$ cat src/rtl/lsu_pkg.sv
package lsu_pkg;
  typedef enum logic [2:0] {
    SK_NONE = 3'd0,
    SK_LSL  = 3'd1,
    SK_LSR  = 3'd2,
    SK_ASR  = 3'd3,
    SK_ROR  = 3'd4,
    SK_RRX  = 3'd5
  } shift_kind_e;

  typedef enum logic [2:0] {
    LO_AND  = 3'd0,
    LO_OR   = 3'd1,
    LO_XOR  = 3'd2,
    LO_ANDN = 3'd3,
    LO_ORN  = 3'd4,
    LO_PASS = 3'd5
  } logic_op_e;
endpackage

$ cat src/rtl/lsu_shifter.sv
module lsu_shifter
  import lsu_pkg::*;
#(
  parameter int WIDTH = 32,
  localparam int SW = $clog2(WIDTH) + 1
) (
  input  logic [WIDTH-1:0] din,
  input  logic [SW-1:0]    amount,
  input  logic [2:0]       kind,
  input  logic             cin,
  output logic [WIDTH-1:0] dout,
  output logic             cout
);
  localparam logic [SW-1:0] FULL = SW'(WIDTH);

  logic [SW-1:0]      amt_c;
  logic [WIDTH-1:0]   fill;
  logic [2*WIDTH:0]   right_w;
  logic [2*WIDTH-1:0] left_w;
  shift_kind_e        k;

  always_comb begin
    k       = shift_kind_e'(kind);
    amt_c   = (amount > FULL) ? FULL : amount;
    case (k)
      SK_ASR:  fill = {WIDTH{din[WIDTH-1]}};
      SK_ROR:  fill = din;
      default: fill = '0;
    endcase
    // The bit just below the operand catches the last bit shifted out.
    right_w = {fill, din, 1'b0} >> amt_c;
    left_w  = {{WIDTH{1'b0}}, din} << amt_c;
  end

  always_comb begin
    dout = din;
    cout = cin;
    case (k)
      SK_LSL: if (amt_c != '0) begin
        dout = left_w[WIDTH-1:0];
        cout = left_w[WIDTH];
      end
      SK_LSR, SK_ASR, SK_ROR: if (amt_c != '0) begin
        dout = right_w[WIDTH:1];
        cout = right_w[0];
      end
      SK_RRX: begin
        dout = {cin, din[WIDTH-1:1]};
        cout = din[0];
      end
      default: ;
    endcase
  end
endmodule

$ cat src/rtl/lsu_logic.sv
module lsu_logic
  import lsu_pkg::*;
#(
  parameter int WIDTH = 32
) (
  input  logic [WIDTH-1:0] a,
  input  logic [WIDTH-1:0] s,
  input  logic [2:0]       op,
  output logic [WIDTH-1:0] y
);
  always_comb begin
    case (logic_op_e'(op))
      LO_AND:  y = a & s;
      LO_OR:   y = a | s;
      LO_XOR:  y = a ^ s;
      LO_ANDN: y = a & ~s;
      LO_ORN:  y = a | ~s;
      default: y = s;
    endcase
  end
endmodule

$ cat src/rtl/lsu_flags.sv
module lsu_flags #(
  parameter int WIDTH = 32
) (
  input  logic [WIDTH-1:0] value,
  output logic             is_zero,
  output logic             is_neg
);
  assign is_zero = ~|value;
  assign is_neg  = value[WIDTH-1];
endmodule

$ cat src/rtl/logic_shift_unit.sv
module logic_shift_unit
  import lsu_pkg::*;
#(
  parameter int WIDTH = 32,
  localparam int SW = $clog2(WIDTH) + 1
) (
  input  logic             clk,
  input  logic             rst,
  input  logic             in_valid,
  input  logic [WIDTH-1:0] op_a,
  input  logic [WIDTH-1:0] op_b,
  input  logic [SW-1:0]    shamt,
  input  logic [2:0]       shift_kind,
  input  logic [2:0]       logic_op,
  input  logic             carry_in,
  output logic             out_valid,
  output logic [WIDTH-1:0] result,
  output logic             carry_out,
  output logic             zero,
  output logic             negative
);
  logic [WIDTH-1:0] shifted;
  logic [WIDTH-1:0] comb_res;
  logic             comb_c;
  logic             comb_z;
  logic             comb_n;

  lsu_shifter #(.WIDTH(WIDTH)) u_shift (
    .din(op_b), .amount(shamt), .kind(shift_kind), .cin(carry_in),
    .dout(shifted), .cout(comb_c)
  );

  lsu_logic #(.WIDTH(WIDTH)) u_logic (
    .a(op_a), .s(shifted), .op(logic_op), .y(comb_res)
  );

  lsu_flags #(.WIDTH(WIDTH)) u_flags (
    .value(comb_res), .is_zero(comb_z), .is_neg(comb_n)
  );

  always_ff @(posedge clk) begin
    if (rst) begin
      out_valid <= 1'b0;
      result    <= '0;
      carry_out <= 1'b0;
      zero      <= 1'b0;
      negative  <= 1'b0;
    end else begin
      out_valid <= in_valid;
      if (in_valid) begin
        result    <= comb_res;
        carry_out <= comb_c;
        zero      <= comb_z;
        negative  <= comb_n;
      end
    end
  end

  assert_valid_pulse_R9: assert property (@(posedge clk) disable iff (rst)
    in_valid |=> out_valid);
  assert_valid_drop_R9: assert property (@(posedge clk) disable iff (rst)
    !in_valid |=> !out_valid);
  assert_hold_R9: assert property (@(posedge clk) disable iff (rst)
    !in_valid |=> $stable(result) && $stable(carry_out));
  assert_zero_flag_R8: assert property (@(posedge clk) disable iff (rst)
    out_valid |-> (zero == (result == '0)));
  assert_neg_flag_R8: assert property (@(posedge clk) disable iff (rst)
    out_valid |-> (negative == result[WIDTH-1]));
  assert_rrx_carry_R6: assert property (@(posedge clk) disable iff (rst)
    (in_valid && shift_kind == SK_RRX) |=> (carry_out == $past(op_b[0])));
  assert_zero_amount_R7: assert property (@(posedge clk) disable iff (rst)
    (in_valid && shamt == '0 && shift_kind != SK_RRX) |=> (carry_out == $past(carry_in)));
endmodule

$ cat config.mk
export PLATFORM = sky130hd
export DESIGN_NAME = logic_shift_unit
export DESIGN_NICKNAME = d
export VERILOG_FILES = /design/src/rtl/lsu_pkg.sv /design/src/rtl/lsu_shifter.sv /design/src/rtl/lsu_logic.sv /design/src/rtl/lsu_flags.sv /design/src/rtl/logic_shift_unit.sv
export SDC_FILE = /design/constraint.sdc
export NUM_CORES = 1
export LEC_CHECK = 0
export ABC_AREA = 1
export CAP_MARGIN = 10
export CORE_MARGIN = 1.5
export CORE_UTILIZATION = 24
export CTS_BUF_LIST = sky130_fd_sc_hd__clkbuf_8 sky130_fd_sc_hd__clkbuf_16
export CTS_CLUSTER_SIZE = 25
export DETAILED_ROUTE_END_ITERATION = 7
export SYNTH_ARGS = -nofsm -noshare
export SYNTH_HDL_FRONTEND = slang
export SYNTH_SLANG_ARGS = --single-unit
$ cat constraint.sdc
create_clock -name clk -period 7.5 [get_ports clk]
set_input_delay 1.5 -clock clk [delete_from_list [all_inputs] [get_ports clk]]
set_output_delay 1.5 -clock clk [all_outputs]
set_load 0.03 [all_outputs]
==> impl_results.md <==
* Initial antenna violation count at 2
* CTS tree: built
* Die area at 41120 µm²
* Tot GR Track Use at a little over a quarter
* Largest family of logic cells by synthesized area: simple AND/OR/NAND/NOR gates
* Worst Path Arrival at about 6300 ps
* Clk Latency, worst-skew pair at 280 ps
* Root Driver: clkbuf_16
* GP Congestion at between 1 and 1.5
* Yosys top cell area share at about a third
* Maxcap violations at 0
* Count of buffers from port buffering at 115
* Sequential fraction of the synthesis area at under 10%
* Post-Syn Instances at 1983
* Reg2reg end: carry_out
* Worst reg2reg path depth at 2
* Worst Tran Pin Value at a little over 900 ps
* Gr ovfl total at 0
* Synth-to-Final Area Change at 18.42%
* Synth Warn # at 0
* Status: complete, no violations
* Tcrit/Tclk final at between 80% and 90%
* Synth cell types at 37
* Hold WC Path Type: reg -> reg
* Vias in the first global route at roughly 14000
* Adder-Cell Fraction of Synth Area at 0%
* Final net count at approximately 2100
* Synth Area per Inst at about 4.8 µm²
* Fmax at roughly 0.16 GHz
* Routed wire length at approximately 57 mm
* Final HPWL DP at 43.93 mm
* Crit path largest cell delay at 770 ps
* Area contributors post-synth: nand3_1, nand2_1, dfxtp_1
* Critical Path RT at around 7700 ps
* Top-count cell post-synth: nand3_1
* Vias per std cell at ~5.8
* Die H at slightly above 200 µm
* Ports at around 120
* Initial Util at 24.22%
* Relative slew slack at a little under two fifths
* Row Count at 73
* Post-synth EDFFs at 0
* RSZ-0062 raised after global routing: no
* Kind of critical path: in -> reg
* Clock tree buffer depth at 2
* Critical Path Fanout Max at 24
* Reg-to-Reg Start: carry_out
* CP max-delay cell: clkdlybuf4s50_1
* VDD IR max at slightly below 0.09 mV
* DRT iter0 DRCs at between 2000 and 2500
* Fill count at 4582
* Flops & latches, synth at 35
* Post-Synth Simple-Gate Area at around two thirds
* Clock Skews at 0 ps
* Residual DRC count at 0
* Max-slew violation count at 0
* Postcts setup bufs at 0
* Min Tclk post-route at approximately 6100 ps
* Hold path start: result[7]
* Post-Syn Area at 9579 µm²
* Cell accounting for the most synthesized area: nand3_1
* Area fraction in compound gates after synthesis at 13.47%
* Endpoints failing hold at 0
* Htree depth at 2
* Post-cts hold buffer count at 0
* Die width at ~200 µm
* First-pass detailed-route iteration total at 6
* Core area at between 30000 and 40000 µm²
* Antenna-violating nets left at 0
* Crit path cell chain: clkdlybuf4s50_1 -> nand2_2 -> inv_1 -> a21oi_1 -> nand2_1 -> inv_1 -> nor2_1 -> inv_1 -> a22oi_1 -> nand2_1 -> a21oi_1 -> o21ai_0 -> o21ai_1 -> nor3_2 -> nand3_1 -> nor2_1 -> nand2_1 -> a21oi_1
* Largest net degree at the start of global routing at between 70 and 80
* Main flop type after synthesis: dfxtp_1
* Leakage at around 0.0054 µW
* DR WL/cell at roughly 22 µm
* Clock buffer count from CTS at 5
* R2R Setup Slk at 6630 ps
* Synth top cells by count: nand3_1, nand2_1, inv_1
* Syn_nets at around 2100
* Mux contribution to synthesized area at 0%
* Vias at around 15000
* Hold Path End: result[7]
* Synth Area in XOR/XNOR at less than 1%
* FFs w/ async S/R, synth at 0%
* Post-CTS resize count at 0
* Reg clk slew, reported paths at 60 ps
* TritonCTS Sinks at 35
* Layout cells sized above 1 at 4.315%
* Worst hold slack at slightly below 500 ps
* Fin Setup TNS at 0 ps
* Final setup fails at 0
* Element type at the critical path end: flip-flop
* Startpoint types: input pin
* P per Cell Area at 121.1 nW/µm²
* Global-route wire length before repair at ~85 mm
* Worst hold path cell count at 2
==> worst max-delay path: cells and delay by family <==
kind            cells  cell delay, ps
compound gates      6             940
buf+inv             4            1820
simple gates        8            2030
==> cell families after synthesis <==
kind of cell | after synthesis
compound gates | 226
simple gates | 1443
xor+xnor | 1
buf+inv | 278
flops | 35
==> registers in the layout (all words and copies together) (netlist names) <==
signal and flops:
result 32, carry_out 1, out_valid 1, zero 1
==> worst max-delay path by stage <==
stage / slack [ps] / start / cells after the start / end
after floorplan: 3710 / shamt[0] / 26 / zero
after global placement: 1440 / shift_kind[2] / 18 / zero
after detailed placement: 1310 / shift_kind[2] / 18 / zero
after CTS: 1590 / shift_kind[2] / 18 / zero
after global routing: 1000 / shift_kind[2] / 18 / zero
final: 1390 / shift_kind[2] / 18 / zero
==> cell type report <==
type,instances,area [µm²],area share [%]
Inverter,145,544.3,4.798
Multi-Input combinational cell,1670,7776,68.55
Sequential cell,35,700.7,6.177
Clock buffer,6,138.9,1.224
Clock inverter,2,35.03,0.3088
Tap cell,525,656.9,5.791
Timing Repair Buffer,158,1489,13.13
Antenna cell,1,2.502,0.02206
==> per-layer routing <==
metal / vias up / share of wire (%) / GRT usage [%]
met3: 199 / 11 / 5.281
met4: 2 / 6.4 / 14.58
met1: 6776 / 40 / 36.03
met2: 892 / 43 / 40.97
li1: 6811 / - / -
met5: - / 0.023 / 0
==> placed cells by master (no fill, tap or decap), drive strengths merged, types with 8 or more instances in the layout <==
cell type,n
a21oi,65
inv,143
clkdlybuf4s50,113
nor2,112
nand3,659
nand4,39
nand2,622
o211ai,33
buf,45
dfxtp,35
o21ai,102
o22ai,8
==> through the flow <==
stage	total power, µW	utilization (%)	area [µm²]	setup slack [ps]	cells
after floorplan	766.4	-	9579	3708	1983
after global placement	1094	28.24	11170	1441	2533
after detailed placement	1098	28.24	11170	1309	2533
after CTS	1347	28.68	11340	1588	2541
after global routing	1459	28.68	11340	997.0	2542
final	1374	28.68	11340	1395	2542
==> where the power goes <==
part	switching, µW	leakage (µW)	internal, µW	total, µW
combinational	643	0.00505	272	915
clock	82.1	0.0000869	165	247
sequential	9.03	0.000290	202	211
total	735	0.00543	639	1370
Power figures use the tool's default switching activity.
